File: src/rtl/pllcfg_pkg.sv
package pllcfg_pkg;
   localparam int MODE_W = 2;

   typedef enum logic [MODE_W-1:0] {
      MODE_LC_OSC   = 2'b00,
      MODE_PROG_CNT = 2'b01,
      MODE_HALT     = 2'b10,
      MODE_INT_VCO  = 2'b11
   } mode_e;

   localparam logic [MODE_W-1:0] MODE_RST = MODE_INT_VCO;

   // number of bits a frame layout consumes
   function automatic int used_bits(int div_w, int test_w);
      return div_w + MODE_W + 1 + test_w;
   endfunction
endpackage

File: src/rtl/pllcfg_sync.sv
module pllcfg_sync #(
   parameter int               WIDTH   = 3,
   parameter int               STAGES  = 2,
   parameter logic [WIDTH-1:0] RST_VAL = '0
) (
   input  logic             clk,
   input  logic             rst_n,
   input  logic [WIDTH-1:0] d,
   output logic [WIDTH-1:0] q
);
   if (STAGES < 2) begin : g_bad_stages
      $error("pllcfg_sync: STAGES must be at least 2");
   end

   logic [STAGES-1:0][WIDTH-1:0] chain;

   always_ff @(posedge clk or negedge rst_n) begin
      if (!rst_n) chain <= {STAGES{RST_VAL}};
      else        chain <= {chain[STAGES-2:0], d};
   end

   assign q = chain[STAGES-1];
endmodule

File: src/rtl/pllcfg_shifter.sv
module pllcfg_shifter #(
   parameter int FRAME_LEN = 16,
   parameter int CNT_W     = $clog2(FRAME_LEN + 1)
) (
   input  logic                 clk,
   input  logic                 rst_n,
   input  logic                 clr_hi,
   input  logic                 sck,
   input  logic                 sdi,
   output logic [FRAME_LEN-1:0] word,
   output logic                 load_stb,
   output logic                 start_stb,
   output logic [CNT_W-1:0]     bit_cnt
);
   localparam logic [CNT_W-1:0] FULL = CNT_W'(FRAME_LEN);

   logic sck_q, clr_q, done;
   logic sck_rise, sck_fall, clr_rise;

   assign sck_rise = sck & ~sck_q;
   assign sck_fall = ~sck & sck_q;
   assign clr_rise = clr_hi & ~clr_q;
   assign load_stb = sck_fall & ~clr_hi & (bit_cnt == FULL) & ~done;

   always_ff @(posedge clk or negedge rst_n) begin
      if (!rst_n) begin
         sck_q     <= 1'b0;
         clr_q     <= 1'b1;
         done      <= 1'b0;
         bit_cnt   <= '0;
         word      <= '0;
         start_stb <= 1'b0;
      end else begin
         sck_q     <= sck;
         clr_q     <= clr_hi;
         start_stb <= clr_rise;
         if (clr_hi) begin
            bit_cnt <= '0;
            done    <= 1'b0;
         end else begin
            if (sck_rise && (bit_cnt < FULL)) begin
               word    <= {word[FRAME_LEN-2:0], sdi};
               bit_cnt <= bit_cnt + 1'b1;
            end
            if (load_stb) done <= 1'b1;
         end
      end
   end
endmodule

File: src/rtl/pllcfg_fields.sv
module pllcfg_fields
   import pllcfg_pkg::*;
#(
   parameter int               FRAME_LEN = 16,
   parameter int               DIV_W     = 10,
   parameter int               TEST_W    = 2,
   parameter int               MIN_DIV   = 5,
   parameter bit               CLAMP_EN  = 1'b1,
   parameter logic [DIV_W-1:0] DIV_RST   = 10'd384,
   parameter logic             POL_RST   = 1'b1
) (
   input  logic                 clk,
   input  logic                 rst_n,
   input  logic [FRAME_LEN-1:0] word,
   input  logic                 load_stb,
   output logic [DIV_W-1:0]     div_ratio,
   output logic [MODE_W-1:0]    mode_code,
   output logic                 phase_pos,
   output logic [TEST_W-1:0]    test_bits
);
   localparam int DIV_LSB  = FRAME_LEN - DIV_W;
   localparam int MODE_LSB = DIV_LSB - MODE_W;
   localparam int POL_BIT  = MODE_LSB - 1;
   localparam int TEST_LSB = POL_BIT - TEST_W;

   logic [DIV_W-1:0] div_raw, div_next;
   assign div_raw = word[FRAME_LEN-1 -: DIV_W];

   if (CLAMP_EN) begin : g_clamp
      assign div_next = (div_raw < DIV_W'(MIN_DIV)) ? DIV_W'(MIN_DIV) : div_raw;
   end else begin : g_pass
      assign div_next = div_raw;
   end

   if (TEST_LSB > 0) begin : g_pad
      logic pad_unused;
      assign pad_unused = ^word[TEST_LSB-1:0];
   end

   always_ff @(posedge clk or negedge rst_n) begin
      if (!rst_n) begin
         div_ratio <= DIV_RST;
         mode_code <= MODE_RST;
         phase_pos <= POL_RST;
         test_bits <= '1;
      end else if (load_stb) begin
         div_ratio <= div_next;
         mode_code <= word[MODE_LSB +: MODE_W];
         phase_pos <= word[POL_BIT];
         test_bits <= word[TEST_LSB +: TEST_W];
      end
   end
endmodule

File: src/rtl/pllcfg_serial_reg.sv
module pllcfg_serial_reg
   import pllcfg_pkg::*;
#(
   parameter int               FRAME_LEN   = 16,
   parameter int               DIV_W       = 10,
   parameter int               TEST_W      = 2,
   parameter int               MIN_DIV     = 5,
   parameter int               SYNC_STAGES = 2,
   parameter bit               CLAMP_EN    = 1'b1,
   parameter logic [DIV_W-1:0] DIV_RST     = 10'd384,
   parameter logic             POL_RST     = 1'b1
) (
   input  logic              clk,
   input  logic              rst_n,
   input  logic              clr_in,
   input  logic              sclk_in,
   input  logic              sdata_in,
   output logic [DIV_W-1:0]  div_ratio,
   output logic [MODE_W-1:0] mode_code,
   output logic              phase_pos,
   output logic [TEST_W-1:0] test_bits,
   output logic              osc_halt,
   output logic              start_count
);
   localparam int CNT_W = $clog2(FRAME_LEN + 1);

   if (used_bits(DIV_W, TEST_W) > FRAME_LEN) begin : g_bad_layout
      $error("pllcfg_serial_reg: fields do not fit in the frame");
   end
   if (MIN_DIV < 1 || MIN_DIV >= (1 << DIV_W)) begin : g_bad_min
      $error("pllcfg_serial_reg: MIN_DIV out of range");
   end

   logic [2:0] pins_s;
   logic clr_s, sclk_s, sdata_s;
   logic [FRAME_LEN-1:0] word;
   logic load_stb;
   logic [CNT_W-1:0] bit_cnt;

   pllcfg_sync #(.WIDTH(3), .STAGES(SYNC_STAGES), .RST_VAL(3'b100)) u_sync (
      .clk(clk), .rst_n(rst_n),
      .d({clr_in, sclk_in, sdata_in}), .q(pins_s)
   );
   assign {clr_s, sclk_s, sdata_s} = pins_s;

   pllcfg_shifter #(.FRAME_LEN(FRAME_LEN), .CNT_W(CNT_W)) u_shift (
      .clk(clk), .rst_n(rst_n), .clr_hi(clr_s), .sck(sclk_s), .sdi(sdata_s),
      .word(word), .load_stb(load_stb), .start_stb(start_count), .bit_cnt(bit_cnt)
   );

   pllcfg_fields #(
      .FRAME_LEN(FRAME_LEN), .DIV_W(DIV_W), .TEST_W(TEST_W), .MIN_DIV(MIN_DIV),
      .CLAMP_EN(CLAMP_EN), .DIV_RST(DIV_RST), .POL_RST(POL_RST)
   ) u_fields (
      .clk(clk), .rst_n(rst_n), .word(word), .load_stb(load_stb),
      .div_ratio(div_ratio), .mode_code(mode_code),
      .phase_pos(phase_pos), .test_bits(test_bits)
   );

   assign osc_halt = (mode_code == MODE_HALT);
endmodule

File: config.mk
export PLATFORM = sky130hd
export DESIGN_NAME = pllcfg_serial_reg
export DESIGN_NICKNAME = d
export VERILOG_FILES = /design/src/rtl/pllcfg_pkg.sv /design/src/rtl/pllcfg_sync.sv /design/src/rtl/pllcfg_shifter.sv /design/src/rtl/pllcfg_fields.sv /design/src/rtl/pllcfg_serial_reg.sv
export SDC_FILE = /design/constraint.sdc
export NUM_CORES = 1
export LEC_CHECK = 0
export CAP_MARGIN = 20
export CORE_MARGIN = 8
export CORE_UTILIZATION = 40
export CTS_CLUSTER_DIAMETER = 150
export DETAILED_ROUTE_END_ITERATION = 10
export SYNTH_ARGS = -nofsm -noshare
export SYNTH_HDL_FRONTEND = slang
export SYNTH_SLANG_ARGS = --single-unit
File: constraint.sdc
create_clock -name clk -period 2.3 [get_ports clk]
set_input_delay 0.23 -clock clk [delete_from_list [all_inputs] [get_ports clk]]
set_output_delay 0.23 -clock clk [all_outputs]
set_load 0.1 [all_outputs]
==> results.md <==
* Fin crit share at 78.07%
* Sink Count at 46
* DRC Markers at 0
* Starting Density at 41.98%
* Busiest layer in global routing: met2
* Clock share of power at 29.7%
* Aggregate global routing overflow at 0
* Final hold vios at 0
* Final WL at 2902 um
* Resized cells post-CTS at 0
* Critical Path AT at 1.97 ns
* Yosys top cell by area: dfrtp_1
* Nets@finish at 151
* NetSw at 378.2 uW
* Final Wtd Congestion at 0.7946
* FMAX at 0.5569 GHz
* Max Buffers Root-to-Sink at 2
* TNS Setup at 0 ns
* Count leader, synth: dfrtp_1
* Drt pass-1 iters at 4
* Core box area at 4414 um^2
* VDD IR max at 0.0004073 V
* Cell Pwr Density at 727.4 nW/um^2
* YS warnings at 0
* Synth Instances at 117
* Synthesis-stage register bit count at 46
* Die Span Y at 84.06 um
* P&R area growth vs syn at 15.67%
* Avg Cell Area, Syn at 15.84 um^2
* Sequential-to-total area share from yosys stat at 62.80%
* Async SR Flop Fraction at 100.0%
* Crit path required time at 2.48 ns
* Mapped cell area at 1853 um^2
* Setup Crit Path Kind: reg2reg
* I/O pins at 22
* Count of flip-flops with a built-in enable after synthesis at 0
* Power Internal at 1181 uW
* # fillers at 389
* Maxcap violations at 0
* Synth Net Count at 124
* Gr usage total at 8.956%
* Antenna diodes at 0
* Slew of the pin with the lowest slew margin at 0.4835 ns
* Switching share of power at 24.26%
* DP Wirelength at 2056 um
* Vias in the first global route at 1005
* Slew headroom at 67.47%
* Layout cells sized above 1 at 48.28%
* Global-route wire length before repair at 5099 um
* Final Skew at 0.009136 ns
* Crit start category: flip-flop
* Synth unique cells at 24
* DIE AREA at 7066 um^2
* Total CTS buffers at 5
* Final WS setup at 0.5043 ns
* Unrepaired setup endpoints after global routing: no
* Hold WC Path Type: in2reg
* Drt via density at 4.822
* DR iter-0 viols at 57
* Status: completed
* DR WL/cell at 14.73 um
* # port buffers at 21
* Initial antenna violation count at 0
* Final setup fails at 0
* Logic pwr share at 9.3%
* Flop pwr share at 61.0%
* Clk_lat worst skew at 0.29 ns
* Row Count at 24
* Met3 usage at 3.613%
* Pwr Total at 1559 uW
* Antenna-violating nets left at 0
* Crit Path Max Fanout at 15
* Hold buffer count at cts at 1
* Ys flop type: dfrtp_1
* Worst hold slack at 0.3413 ns
* CTS tree: yes
* Top cell type's share of synthesized area at 48.62%
* Largest net degree at the start of global routing at 33
* M2 GR Usage at 12.47%
* CTS root buffer: clkbuf_8
* Pre-CTS setup slack at 0.5059 ns
* Clk pin slew, worst setup/hold paths at 0.07 ns
* H-tree Lvls at 2
* DR vias at 950
* Met1 GRT Util at 11.50%
* Leakage at 0.001047 uW
* Clock period minus final worst setup slack at 1.796 ns
* Die Width at 84.06 um
* Postcts setup bufs at 0
* CP Capture Type: flip-flop
* Final Slew Violations at 0
* Synth area leaders: dfrtp_1 (49%), dfstp_2 (14%), mux2_2 (13%)
* Synth cell count leaders: dfrtp_1 (36), mux2_2 (21), dfstp_2 (10)
==> cell usage in the layout, fill, tap and decap left out <==
| cell type | netlist | routed |
|---|---|---|
| mux2_2 | 21 | 21 |
| buf_2 | 0 | 1 |
| nand2_1 | 1 | 1 |
| nand4_4 | 1 | 1 |
| clkbuf_1 | 0 | 1 |
| and2b_1 | 1 | 1 |
| nor2b_1 | 3 | 2 |
| nor4bb_1 | 1 | 1 |
| dfrtp_1 | 36 | 36 |
| nor3b_4 | 1 | 1 |
| nand4_1 | 1 | 1 |
| nor4_1 | 1 | 1 |
| nor4b_4 | 1 | 1 |
| dlygate4sd3_1 | 0 | 1 |
| nor3_1 | 1 | 1 |
| a21oi_1 | 1 | 1 |
| a31oi_1 | 3 | 3 |
| mux2i_1 | 4 | 4 |
| clkbuf_8 | 1 | 5 |
| nor2b_2 | 0 | 1 |
| a41oi_1 | 1 | 1 |
| xnor2_1 | 2 | 2 |
| nor2_1 | 7 | 7 |
| dfstp_2 | 10 | 10 |
| mux2_4 | 8 | 8 |
| ha_1 | 2 | 2 |
| buf_4 | 0 | 19 |
| clkinv_2 | 0 | 2 |
| clkdlybuf4s50_1 | 0 | 3 |
| inv_1 | 6 | 6 |
==> cell type report <==
type | instances | area, um^2 | share of cell area (%)
Clock inverter | 2 | 10.01 | 0.4670
Tap cell | 52 | 65.06 | 3.036
Timing Repair Buffer | 24 | 187.7 | 8.757
Inverter | 6 | 22.52 | 1.051
Sequential cell | 46 | 1164 | 54.29
Clock buffer | 6 | 72.57 | 3.386
Multi-Input combinational cell | 61 | 621.8 | 29.01
==> stage by stage <==
stage                     util [%]  cell area [um^2]  instances
after floorplan                  -              1856        117
after global placement       46.46              2051        188
after detailed placement     46.46              2051        188
after CTS                    48.55              2143        197
after global routing         48.55              2143        197
final                        48.55              2143        197
==> state kept, by name (all words and copies together), names as in the netlist <==
name                flops
u_fields.div_ratio     10
u_fields.mode_code      2
u_fields.phase_pos      1
u_fields.test_bits      2
u_shift.bit_cnt         5
u_shift.clr_q           1
u_shift.done            1
u_shift.sck_q           1
u_shift.start_stb       1
u_shift.word           16
u_sync.chain            3
u_sync.q                3
==> worst paths after layout <==
kind | start | endpoint | slack [ns] | depth (start not counted)
max | u_shift.bit_cnt[0] | u_fields.div_ratio[6] | 0.50 | 5
min | clr_in | u_sync.chain[2] | 0.34 | 1
max reg2reg | u_shift.bit_cnt[0] | u_fields.div_ratio[6] | 0.50 | 5
min reg2reg | u_sync.chain[1] | u_sync.q[1] | 0.35 | 0
max in group asynchronous | rst_n | u_fields.test_bits[0] | 1.19 | 3
min in group asynchronous | rst_n | u_sync.chain[1] | 0.38 | 2
==> layer usage <==
metal / part of all wire [%] / vias up
met3: 4.8 / 5
met2: 45 / 17
li1: - / 454
met5: 0 / -
met1: 48 / 474
met4: 2.2 / 0
==> kinds of logic after synthesis <==
group                      after synthesis  share of synthesized area [%]
muxes                                   33                          21.40
DFF                                     46                          62.80
AOI/OAI and AO/OA                        5                          1.756
xor gates and xnor gates                 2                         0.9455
and+or+nand+nor                         19                          7.968
adders and majority gates                2                          1.350
buffers and inverters                   10                          3.781
==> worst max-delay path: stages (launching register included) <==
cell and delay [ns]:
dfrtp_1 0.42, inv_1 0.08, ha_1 0.14, nor4b_4 0.27, nand4_4 0.37, mux2_4 0.40
==> power by group through the flow <==
stage	clock network (uW)	registers [uW]	logic (uW)
after global placement	0	962	140
after detailed placement	0	966	147
after global routing	527	962	162
final	464	950	145
after floorplan	0	950	108
after CTS	481	950	149
Power figures use the tool's default switching activity.
